## src/rtl/dma_seq_pkg.sv

```systemverilog
package dma_seq_pkg;

    localparam int DW     = 32;
    localparam int CTRL_W = 10;

    typedef enum logic [2:0] {
        S_IDLE,
        S_WAIT,
        S_ARB,
        S_RD,
        S_WR,
        S_YIELD
    } state_t;

    // Control word, most significant field first
    typedef struct packed {
        logic       yield_en;   // [9]
        logic [1:0] port_sz;    // [8:7]
        logic [1:0] unit_sz;    // [6:5]
        logic [1:0] dst_mode;   // [4:3]
        logic [1:0] src_mode;   // [2:1]
        logic       single;     // [0]
    } ctrl_t;

    function automatic logic [2:0] size_bytes(input logic [1:0] code);
        case (code)
            2'b11:   return 3'd1;
            2'b10:   return 3'd2;
            default: return 3'd4;
        endcase
    endfunction

    function automatic logic [1:0] lane_ofs(input logic [2:0] nb, input logic [1:0] lo);
        case (nb)
            3'd1:    return lo;
            3'd2:    return {lo[1], 1'b0};
            default: return 2'b00;
        endcase
    endfunction

    function automatic logic [3:0] lane_mask(input logic [2:0] nb);
        case (nb)
            3'd1:    return 4'b0001;
            3'd2:    return 4'b0011;
            default: return 4'b1111;
        endcase
    endfunction

    function automatic logic [DW-1:0] data_mask(input logic [2:0] nb);
        case (nb)
            3'd1:    return 32'h0000_00FF;
            3'd2:    return 32'h0000_FFFF;
            default: return 32'hFFFF_FFFF;
        endcase
    endfunction

endpackage

```

## src/rtl/dma_addr_gen.sv

```systemverilog
module dma_addr_gen
    import dma_seq_pkg::*;
#(
    parameter int AW = 32
) (
    input  logic          clk,
    input  logic          rst,
    input  logic          load,
    input  logic [AW-1:0] load_addr,
    input  logic          step,
    input  logic [1:0]    mode,
    input  logic [2:0]    nbytes,
    output logic [AW-1:0] addr
);

    logic [AW-1:0] delta;
    assign delta = AW'(nbytes);

    always_ff @(posedge clk) begin
        if (rst) begin
            addr <= '0;
        end else if (load) begin
            addr <= load_addr;
        end else if (step) begin
            case (mode)
                2'b00:   addr <= addr + delta;
                2'b01:   addr <= addr - delta;
                default: addr <= addr;
            endcase
        end
    end

endmodule

```

## src/rtl/dma_cfg_check.sv

```systemverilog
module dma_cfg_check
    import dma_seq_pkg::*;
#(
    parameter int CW = 16
) (
    input  logic          single,
    input  logic [1:0]    unit_sz,
    input  logic [1:0]    port_sz,
    input  logic [CW-1:0] count,
    output logic [2:0]    nbytes,
    output logic          ok
);

    logic [2:0] port_bytes;
    logic       misaligned;
    logic       port_bad;

    always_comb begin
        nbytes     = size_bytes(unit_sz);
        port_bytes = size_bytes(port_sz);
        misaligned = ((nbytes == 3'd2) && count[0]) ||
                     ((nbytes == 3'd4) && (count[1:0] != 2'b00));
        port_bad   = single && (port_bytes != nbytes);
        ok         = (count != '0) && !misaligned && !port_bad;
    end

endmodule

```

## src/rtl/dma_lane_mux.sv

```systemverilog
module dma_lane_mux
    import dma_seq_pkg::*;
(
    input  logic [DW-1:0] rbuf,
    input  logic [1:0]    src_lo,
    input  logic [1:0]    dst_lo,
    input  logic [2:0]    nbytes,
    input  logic          wr_phase,
    output logic [DW-1:0] wdata,
    output logic [3:0]    be
);

    logic [1:0]    s_ofs;
    logic [1:0]    d_ofs;
    logic [DW-1:0] unit_val;

    always_comb begin
        s_ofs    = lane_ofs(nbytes, src_lo);
        d_ofs    = lane_ofs(nbytes, dst_lo);
        unit_val = (rbuf >> {s_ofs, 3'b000}) & data_mask(nbytes);
        wdata    = unit_val << {d_ofs, 3'b000};
        be       = lane_mask(nbytes) << (wr_phase ? d_ofs : s_ofs);
    end

endmodule

```

## src/rtl/dma_seq.sv

```systemverilog
module dma_seq
    import dma_seq_pkg::*;
#(
    parameter int AW = 32,
    parameter int CW = 16
) (
    input  logic              clk,
    input  logic              rst,
    input  logic              cfg_load,
    input  logic [CTRL_W-1:0] cfg_ctrl,
    input  logic [AW-1:0]     cfg_src,
    input  logic [AW-1:0]     cfg_dst,
    input  logic [CW-1:0]     cfg_count,
    input  logic              start,
    input  logic              xfer_req,
    input  logic              cpu_hold,
    output logic              bus_req,
    input  logic              bus_gnt,
    output logic              bus_valid,
    output logic              bus_we,
    output logic [AW-1:0]     bus_addr,
    output logic [3:0]        bus_be,
    output logic [DW-1:0]     bus_wdata,
    input  logic [DW-1:0]     bus_rdata,
    input  logic              bus_rdy,
    output logic              active,
    output logic              done,
    output logic              err
    ,
    output logic [CW-1:0]     remain
);

    localparam int NSIDE = 2;   // 0: source, 1: destination

    ctrl_t         ctrl_q;
    state_t        st_q, st_d;
    logic [CW-1:0] cnt_q;
    logic [DW-1:0] rbuf_q;
    logic          done_q;
    logic          err_q;

    logic          cfg_ok;
    logic [2:0]    nbytes;
    logic          idle;
    logic          ld;
    logic          step_en;
    logic          last_unit;

    logic [AW-1:0] side_addr [NSIDE];
    logic [AW-1:0] side_init [NSIDE];
    logic [1:0]    side_mode [NSIDE];

    assign idle      = (st_q == S_IDLE);
    assign ld        = cfg_load && idle;
    assign step_en   = (st_q == S_WR) && bus_rdy;
    assign last_unit = (cnt_q == CW'(nbytes));

    assign side_init[0] = cfg_src;
    assign side_init[1] = cfg_dst;
    assign side_mode[0] = ctrl_q.src_mode;
    assign side_mode[1] = ctrl_q.dst_mode;

    genvar g;
    generate
        for (g = 0; g < NSIDE; g++) begin : g_side
            dma_addr_gen #(.AW(AW)) u_addr (
                .clk       (clk),
                .rst       (rst),
                .load      (ld),
                .load_addr (side_init[g]),
                .step      (step_en),
                .mode      (side_mode[g]),
                .nbytes    (nbytes),
                .addr      (side_addr[g])
            );
        end
    endgenerate

    dma_cfg_check #(.CW(CW)) u_cfg (
        .single  (ctrl_q.single),
        .unit_sz (ctrl_q.unit_sz),
        .port_sz (ctrl_q.port_sz),
        .count   (cnt_q),
        .nbytes  (nbytes),
        .ok      (cfg_ok)
    );

    dma_lane_mux u_lane (
        .rbuf     (rbuf_q),
        .src_lo   (side_addr[0][1:0]),
        .dst_lo   (side_addr[1][1:0]),
        .nbytes   (nbytes),
        .wr_phase (st_q == S_WR),
        .wdata    (bus_wdata),
        .be       (bus_be)
    );

    // Sequencing of one unit: arbitration, read, write, then decide
    always_comb begin
        st_d = st_q;
        case (st_q)
            S_IDLE:  if (start && cfg_ok) st_d = ctrl_q.single ? S_WAIT : S_ARB;
            S_WAIT:  if (xfer_req) st_d = S_ARB;
            S_ARB:   if (bus_gnt) st_d = S_RD;
            S_RD:    if (bus_rdy) st_d = S_WR;
            S_WR: begin
                if (bus_rdy) begin
                    if (last_unit)                           st_d = S_IDLE;
                    else if (ctrl_q.single)                  st_d = S_WAIT;
                    else if (ctrl_q.yield_en && cpu_hold)    st_d = S_YIELD;
                    else                                     st_d = S_RD;
                end
            end
            S_YIELD: if (!cpu_hold) st_d = S_ARB;
            default: st_d = S_IDLE;
        endcase
    end

    always_ff @(posedge clk) begin
        if (rst) begin
            st_q   <= S_IDLE;
            ctrl_q <= '0;
            cnt_q  <= '0;
            rbuf_q <= '0;
            done_q <= 1'b0;
            err_q  <= 1'b0;
        end else begin
            st_q   <= st_d;
            done_q <= step_en && last_unit;
            if (ld) begin
                ctrl_q <= ctrl_t'(cfg_ctrl);
                cnt_q  <= cfg_count;
            end else if (step_en) begin
                cnt_q  <= cnt_q - CW'(nbytes);
            end
            if (idle && start) begin
                err_q <= !cfg_ok;
            end
            if ((st_q == S_RD) && bus_rdy) begin
                rbuf_q <= bus_rdata;
            end
        end
    end

    assign bus_req   = (st_q == S_ARB) || (st_q == S_RD) || (st_q == S_WR);
    assign bus_valid = (st_q == S_RD) || (st_q == S_WR);
    assign bus_we    = (st_q == S_WR);
    assign bus_addr  = (st_q == S_WR) ? side_addr[1] : side_addr[0];
    assign active    = !idle;
    assign done      = done_q;
    assign err       = err_q;
    assign remain    = cnt_q;

endmodule

```

## config.mk

```make
export PLATFORM = sky130hd
export DESIGN_NAME = dma_seq
export DESIGN_NICKNAME = d
export VERILOG_FILES = /design/src/rtl/dma_seq_pkg.sv /design/src/rtl/dma_addr_gen.sv /design/src/rtl/dma_cfg_check.sv /design/src/rtl/dma_lane_mux.sv /design/src/rtl/dma_seq.sv
export SDC_FILE = /design/constraint.sdc
export NUM_CORES = 1
export LEC_CHECK = 0
export ABC_CLOCK_PERIOD_IN_PS = 4650
export BUFFER_PORTS_ARGS = -buffer_cell sky130_fd_sc_hd__buf_4
export CORE_ASPECT_RATIO = 1.4
export CORE_MARGIN = 2
export CORE_UTILIZATION = 44
export DETAILED_ROUTE_END_ITERATION = 16
export GPL_TIMING_DRIVEN = 0
export PLACE_DENSITY = 0.66
export SYNTH_ARGS = -nofsm -noshare
export SYNTH_HDL_FRONTEND = slang
export SYNTH_HIERARCHICAL = 1
export SYNTH_SLANG_ARGS = --single-unit
```

## constraint.sdc

```tcl
create_clock -name clk -period 4.65 [get_ports clk]
set_input_delay 0.465 -clock clk [delete_from_list [all_inputs] [get_ports clk]]
set_output_delay 0.465 -clock clk [all_outputs]
set_load 0.02 [all_outputs]
```

==> flow_summary.ini, run 1 <==
[sta]
worstMarginPinSlew_ps = 779
finalMaxSlewViolations = 0
relSlewSlack = 0.481
rsz0062_at_grt = no
hold_viol = 0
setup_violations = 0
setup_slack_ps = 328
hold_ws_ps = 263
fin_crit_ps = 4320
clock_skew_ps = 11.7
fmax_mhz = 231
post-route-period-util = 0.930

[clocking]
cts.sinks = 127
cts_hold_buffers = 0
worst_skew_pair.late_latency_ps = 430
root_buffer = clkbuf_16
cts.htree.levels = 4
cts_tree = built
cts_made_buffers = 17
cts.path.max_buffers = 2
path_clk_slew_ps = 60

[yosys]
synth_top_cell_by_area = dfxtp_1
synth-async-reset-ratio = 0
synth-edff-count = 0
synth_cells = 1509
synthFlopType = dfxtp_1
synth_cell_types = 107
syn-cell-area_um2 = 11200
synth_warnings = 6
synthTopCellsByArea = dfxtp_1 (23%), a21oi_1 (8.9%), ha_1 (8.4%), nand2_1 (7.7%), nor2_1 (4.3%)
synthesis.nets = 1717
ys_seq_area_frac = 0.227
ys_seq_elements = 127
avgSynthCellArea_um2 = 7.41
yosysTopAreaCellShare = 0.227

[setup_path]
crit_type = reg2reg
crit_family = compound AO/OA/AOI/OAI gates
max_stage_delay_ps = 540
cp.arrival_ps = 4630
critPathSlowestCell = o31ai_2
rr_endpoint = g_side[0].u_addr/addr[31]
worst_r2r_path_depth = 13
rrSetupSlack_ps = 330
crit_path_frequent_cell = ha_1
path_buf_inv = 1
critical_path.max_fanout = 15
crit_path_end_kind = register
cp.required_ps = 4960
path_cells = and2_2, inv_1, ha_1, ha_1, nand2b_2, ha_1, nand2_1, o211ai_1, a21o_2, a41oi_1, o31ai_2, mux2i_1, o211ai_1
critPathLaunchType = register
reg2reg_from = ctrl_q[5]

[die]
die_x_um = 139
start_util = 0.444
die_h_um = 193
dieArea_um2 = 26700
boundaryPins = 220
row_count = 69
core_region_area_um2 = 25200

[global_route]
grt_pass1_vias = 12000
grt_max_degree = 18
grt-ovfl-total = 0
grt_pass1_wl_mm = 66.8
antenna_found_initial = 0
grt.total_usage = 0.319

[cells_and_area]
final_cells = 2087
area_growth_pct = 24.4
drive_gt1_frac = 0.219
nets = 1963
layout.cells.most_common = buf_4
num_antenna_cells = 0
final_cell_mix = buf_4 (232), nand2_1 (230), a21oi_1 (198), nor2_1 (127), dfxtp_1 (127)

[detailed_routing]
wl_mm = 43.7
via_count = 12500
drc = 0
ant_nets = 0
wire_per_inst_um = 20.9
viasPerCell = 5.98
drt_iter0_drc = 982
dr.pass1.iters = 6

[placed_design]
dp_hpwl_mm = 34.1
place_ws_ps = -622
io_buffers = 218
dp.cells = 2048
routabilityCongestion = 0.956

[hold_path]
hold_class = in2reg
hold_end = err
holdPathStages = 2
hold_start = start

[flow_run]
cap_violations = 0

[outcome]
status = finished, final reports clean

[pwr]
ir_drop_mv = 0.312
p_leak_uw = 0.00607
powerDensity_nw_per_um2 = 462
## worst max path at each step
stage                     slack, ps  startpoint                        end  cells past startpoint
after global placement        -1470   ctrl_q[6]  g_side[1].u_addr/addr[26]                     11
after CTS                        60   ctrl_q[6]  g_side[1].u_addr/addr[30]                     14
after floorplan                 500   ctrl_q[6]  g_side[1].u_addr/addr[28]                     11
after detailed placement       -620   ctrl_q[6]  g_side[0].u_addr/addr[31]                     14
final                           330   ctrl_q[5]  g_side[0].u_addr/addr[31]                     13
after global routing             20   ctrl_q[5]  g_side[0].u_addr/addr[25]                     13
## synth_stat cells, drive strengths merged (3+ instances only)
cell,instances
a41oi,3
a32o,7
a211o,7
a21o,30
a21boi,7
o221ai,9
o211ai,16
xnor2,31
nor2b,15
ha,75
and3,4
a22oi,7
clkbuf,51
o21bai,12
nor3b,5
a31oi,16
mux2,40
dfxtp,127
nand2b,17
fa,3
a211oi,26
nor2,129
a311oi,6
o31a,3
o22ai,20
buf,38
o32ai,3
o31ai,10
nor4,13
nand3,17
o21ai,69
nand2,236
xor2,20
inv,66
a221oi,19
o21a,15
and2,9
nand4,25
or3,13
nor4b,3
nor3,28
mux2i,23
a21oi,201
## per-layer routing
metal | share of wire | wire length [um] | vias up | GRT usage
li1 | - | - | 5979 | -
met1 | 0.39 | 17100 | 5760 | 0.375
met2 | 0.49 | 21400 | 628 | 0.577
met3 | 0.077 | 3350 | 122 | 0.0499
met4 | 0.043 | 1880 | 0 | 0.139
met5 | 0 | 0 | - | 0
## timing repair
item,in CTS,in global routing
setup endpoints to repair,34,19
pin swaps,0,1
buffers inserted,0,7
resized for setup,5,2
## where the power goes
group,internal [uW],total [uW],switching (uW)
clock,774,1300,530
combinational,1390,3550,2160
sequential,1280,1570,292
## final cells by class
| type | instances | area, um^2 |
|---|---|---|
| fillers | 2531 | 11300 |
| multi-input cells | 1226 | 7970 |
| flip-flops and latches | 127 | 2540 |
| repair buffers | 227 | 1720 |
| clock buffers | 22 | 474 |
| plain buffers | 90 | 473 |
| well taps | 319 | 399 |
| inverters | 66 | 251 |
| clock inverters | 10 | 87.6 |
## registers in the layout (all words and copies together) (netlist names)
signal / flops
ctrl_q: 10
done: 1
err: 1
g_side.u_addr/addr: 64
rbuf_q: 32
remain: 16
st_q: 3
## logic make-up after synthesis
family,after synthesis,synth area share
AO/OA/AOI/OAI,504,0.294
XOR/XNOR,51,0.0406
adder cells (fa/ha/maj),78,0.0893
buffers and inverters,156,0.0644
flip-flops,127,0.227
multiplexers,63,0.0609
AND/OR/NAND/NOR,530,0.223
## per-stage QoR
| step | setup TNS (ps) | total power (uW) | utilization | instance area, um^2 |
|---|---|---|---|---|
| 2_1_floorplan | 0 | 3920 | - | 11200 |
| 3_3_place_gp | -50070 | 4990 | 0.524 | 13200 |
| 3_5_place_dp | -6470 | 5050 | 0.527 | 13300 |
| 4_1_cts | 0 | 6370 | 0.550 | 13900 |
| 5_1_grt | 0 | 6830 | 0.552 | 13900 |
| 6_report | 0 | 6430 | 0.552 | 13900 |
Power figures use the tool's default switching activity.
==> run 2: changes to the inputs <==
--- a/config.mk
+++ b/config.mk
@@ -5,8 +5,9 @@
 export SDC_FILE = /design/constraint.sdc
 export NUM_CORES = 1
 export LEC_CHECK = 0
-export ABC_CLOCK_PERIOD_IN_PS = 4650
+export ABC_CLOCK_PERIOD_IN_PS = 5500
 export BUFFER_PORTS_ARGS = -buffer_cell sky130_fd_sc_hd__buf_4
+export CAP_MARGIN = 20
 export CORE_ASPECT_RATIO = 1.4
 export CORE_MARGIN = 2
 export CORE_UTILIZATION = 44
==> constraint.sdc (replaced) <==
create_clock -name clk -period 5.5 [get_ports clk]
set_input_delay 0.55 -clock clk [delete_from_list [all_inputs] [get_ports clk]]
set_output_delay 0.55 -clock clk [all_outputs]
set_load 0.02 [all_outputs]
==> flow_summary.ini, run 2 (synthesis results as in run 1) <==
[global_route]
antenna_found_initial = 0
grt_pass1_wl_mm = 66.8
grt_max_degree = 18
grt-ovfl-total = 0
grt.total_usage = 0.319
grt_pass1_vias = 12000

[setup_path]
max_stage_delay_ps = 720
crit_type = reg2reg
path_cells = inv_1, nor2_2, inv_1, ha_1, ha_1, nand2b_1, ha_1, nand2_1, o211ai_1, a21o_2, a41oi_1, o31ai_1, mux2i_1, o211ai_1
critPathLaunchType = register
cp.arrival_ps = 5420
crit_path_end_kind = register
critical_path.max_fanout = 17
crit_path_frequent_cell = ha_1
critPathSlowestCell = o31ai_1
cp.required_ps = 5800

[placed_design]
post_dp_cell_area_um2 = 13300
io_buffers = 218
routabilityCongestion = 0.956
place_ws_ps = 228
dp_hpwl_mm = 34.1

[sta]
fin_crit_ps = 5120
worstMarginPinSlew_ps = 866
fmax_mhz = 195
rsz0062_at_grt = no
hold_ws_ps = 348
hold_viol = 0
finalMaxSlewViolations = 0
setup_violations = 0
relSlewSlack = 0.423
post-route-period-util = 0.931
setup_slack_ps = 381
fin_tns_setup_ps = 0
clock_skew_ps = 11.2

[cells_and_area]
multi_input_area_um2 = 7950
fin_area_um2 = 13800
nets = 1956
nFillCells = 2534
ff_latch_area_um2 = 2540
layout.cells.most_common = nand2_1
drive_gt1_frac = 0.214
final_util = 0.549
num_antenna_cells = 0
largest_reg_flops = 64
largest_register = g_side.u_addr/addr
final_cell_mix = nand2_1 (230), buf_4 (225), a21oi_1 (198), nor2_1 (127), dfxtp_1 (127)
area_growth_pct = 23.8

[die]
boundaryPins = 220
dieArea_um2 = 26700
start_util = 0.444
core_region_area_um2 = 25200
die_x_um = 139
die_h_um = 193
row_count = 69

[clocking]
cts.sinks = 127
root_buffer = clkbuf_16
cts_made_buffers = 17
cts.path.max_buffers = 2
cts.htree.levels = 4
cts_tree = built
worst_skew_pair.late_latency_ps = 430
cts_hold_buffers = 0
path_clk_slew_ps = 60

[detailed_routing]
drc = 0
viasPerCell = 5.97
via_count = 12400
dr.pass1.iters = 6
ant_nets = 0
wl_mm = 43.6
drt_iter0_drc = 861
wire_per_inst_um = 20.9

[pwr]
powerDensity_nw_per_um2 = 391
ir_drop_mv = 0.260
p_leak_uw = 0.00603

[hold_path]
hold_class = in2reg

[flow_run]
cap_violations = 0

[outcome]
status = finished, final reports clean
## run 2: cell types whose count changed in the layout (fill, tap and decap cells not counted)
cell	change
nand2b_2	-2
o31ai_1	+1
inv_1	+1
and2_2	-1
and2_1	+1
clkinvlp_4	-1
nor2_2	+1
o31ai_2	-1
nand2b_1	+2
buf_4	-7
nor2_4	-1
## run 2: routing by layer
layer | wire, um | up-vias | track usage
li1 | - | 5969 | -
met1 | 17100 | 5751 | 0.375
met2 | 21100 | 588 | 0.575
met3 | 3350 | 119 | 0.0501
met4 | 2010 | 0 | 0.142
met5 | 0 | - | 0
## run 2: worst paths after layout
path | start | endpoint | slack [ps] | cells after the start
worst max-delay path | ctrl_q[6] | g_side[0].u_addr/addr[31] | 380 | 14
worst min register to register | rbuf_q[5] | rbuf_q[5] | 460 | 2
worst min-delay path | start | err | 350 | 2
worst max register to register | ctrl_q[6] | g_side[0].u_addr/addr[31] | 380 | 14
## run 2: where the power goes
group          internal [uW]  switching (uW)
Combinational           1170            1820
Sequential              1080             248
Clock                    654             450
## run 2: area by class of cell
type / instances / area share
Buffer: 90 / 0.0342
Inverter: 66 / 0.0179
Timing Repair Buffer: 220 / 0.120
Clock buffer: 22 / 0.0343
Tap cell: 319 / 0.0288
Clock inverter: 10 / 0.00633
Sequential cell: 127 / 0.184
Multi-Input combinational cell: 1226 / 0.574
## run 2: worst max-delay path, delay by kind of cell (launching register included)
| kind | cells | cell delay [ps] |
|---|---|---|
| buffers and inverters | 2 | 430 |
| adder cells (fa/ha/maj) | 3 | 950 |
| flip-flops | 1 | 400 |
| AND/OR/NAND/NOR | 3 | 1190 |
| AO/OA/AOI/OAI | 5 | 1710 |
| multiplexers | 1 | 300 |
## run 2: metrics by stage
step                      total power (uW)  instances
after floorplan                       3310       1509
after global placement                4220       2046
after detailed placement              4270       2048
after CTS                             5380       2080
after global routing                  5760       2080
final                                 5420       2080
## run 2: repair_timing
item	in CTS	in global routing
resized for setup	0	1
endpoints found under the setup margin	0	3
setup buffers	0	0
==> run 3: changes to the inputs <==
--- a/config.mk
+++ b/config.mk
@@ -11,6 +11,7 @@
 export CORE_ASPECT_RATIO = 1.4
 export CORE_MARGIN = 2
 export CORE_UTILIZATION = 44
+export CTS_BUF_LIST = sky130_fd_sc_hd__clkbuf_8
 export DETAILED_ROUTE_END_ITERATION = 16
 export GPL_TIMING_DRIVEN = 0
 export PLACE_DENSITY = 0.66
==> flow_summary.ini, run 3 (synthesis results as in run 1) <==
[cells_and_area]
area_growth_pct = 22.1
num_antenna_cells = 0
layout.cells.most_common = nand2_1
nFillCells = 2552
final_cell_mix = nand2_1 (230), buf_4 (225), a21oi_1 (198), nor2_1 (127), dfxtp_1 (127)
nets = 1956
final_util = 0.541
drive_gt1_frac = 0.214
fin_area_um2 = 13600
largest_reg_flops = 64
largest_register = g_side.u_addr/addr

[pwr]
power_uw = 5100
clkPwrFrac = 0.156
p_seq_frac = 0.261
p_leak_uw = 0.00595
powerDensity_nw_per_um2 = 374
switchingPower_uw = 2470
ir_drop_mv = 0.193
sw_frac_of_total = 0.484
p_int_uw = 2630
power_frac_comb = 0.584

[hold_path]
hold_class = in2reg

[die]
core_region_area_um2 = 25200
die_h_um = 193
row_count = 69
die_x_um = 139
boundaryPins = 220
start_util = 0.444
dieArea_um2 = 26700

[sta]
fmax_mhz = 197
post-route-period-util = 0.923
worstMarginPinSlew_ps = 852
fin_crit_ps = 5080
setup_violations = 0
finalMaxSlewViolations = 0
clock_skew_ps = 15.0
hold_viol = 0
relSlewSlack = 0.432
fin_tns_setup_ps = 0
rsz0062_at_grt = no
setup_slack_ps = 423

[placed_design]
routabilityCongestion = 0.956
io_buffers = 218
dp_hpwl_mm = 34.1
place_ws_ps = 228
post_dp_cell_area_um2 = 13300

[global_route]
grt.total_usage = 0.318
grt_max_degree = 18
grt-ovfl-total = 0
grt_pass1_wl_mm = 66.7
grt_pass1_vias = 12000
antenna_found_initial = 0

[detailed_routing]
wl_mm = 43.5
via_count = 12500
viasPerCell = 5.99
drt_iter0_drc = 972
drc = 0
dr.pass1.iters = 5
ant_nets = 0
wire_per_inst_um = 20.9

[setup_path]
critPathSlowestCell = o31ai_1
critPathLaunchType = register
crit_path_frequent_cell = ha_1
cp.arrival_ps = 5420
max_stage_delay_ps = 720
critical_path.max_fanout = 17
cp.required_ps = 5840
crit_family = compound AO/OA/AOI/OAI gates
path_buf_inv = 2
path_cells = inv_1, nor2_2, inv_1, ha_1, ha_1, nand2b_1, ha_1, nand2_1, o211ai_1, a21o_2, a41oi_1, o31ai_1, mux2i_1, o211ai_1
crit_type = reg2reg
crit_path_end_kind = register

[clocking]
post-cts-setup-buffers = 0
cts_hold_buffers = 0
path_clk_slew_ps = 90
cts.sinks = 127
root_buffer = clkbuf_8
cts_made_buffers = 17
worst_skew_pair.late_latency_ps = 470
cts.path.max_buffers = 2
cts_tree = built
cts.htree.levels = 4

[flow_run]
cap_violations = 0

[outcome]
status = finished, final reports clean
-- run 3: worst paths after layout --
path / start / end / slack [ps] / cells after the start
worst min-delay path: start / err / 310 / 2
worst max-delay path: ctrl_q[6] / g_side[0].u_addr/addr[31] / 420 / 14
worst max register to register: ctrl_q[6] / g_side[0].u_addr/addr[31] / 420 / 14
worst min register to register: rbuf_q[5] / rbuf_q[5] / 470 / 2
-- run 3: per-layer routing --
metal  global-route usage  vias up  share of wire
met3               0.0449      120          0.070
met1                0.375     5771           0.40
li1                     -     5971              -
met2                0.573      604           0.49
met4                0.150        0          0.045
met5                    0        -              0
-- run 3: metrics by stage --
step,hold slack [ps],instances
3_3_place_gp,447,2046
6_report,315,2080
2_1_floorplan,436,1509
3_5_place_dp,455,2048
5_1_grt,309,2080
4_1_cts,288,2080
-- run 3: final cells by class --
class | instances | area (um^2) | area share
clock buffers | 20 | 275 | 0.0202
flip-flops and latches | 127 | 2540 | 0.186
multi-input cells | 1226 | 7950 | 0.582
inverters | 66 | 248 | 0.0182
clock inverters | 12 | 95.1 | 0.00697
well taps | 319 | 399 | 0.0292
plain buffers | 90 | 473 | 0.0347
repair buffers | 220 | 1670 | 0.122
-- run 3: repair_timing --
action	4_1_cts	5_1_grt
endpoints found under the hold margin	0	0
endpoints found under the setup margin	0	3
resized for setup	0	1
-- run 3: power groups by stage --
stage | Sequential (uW) | Clock [uW] | Combinational [uW]
after floorplan | 1270 | 0 | 2040
after global placement | 1340 | 0 | 2880
after detailed placement | 1340 | 0 | 2930
after CTS | 1320 | 804 | 2950
after global routing | 1340 | 839 | 3270
final | 1330 | 795 | 2980
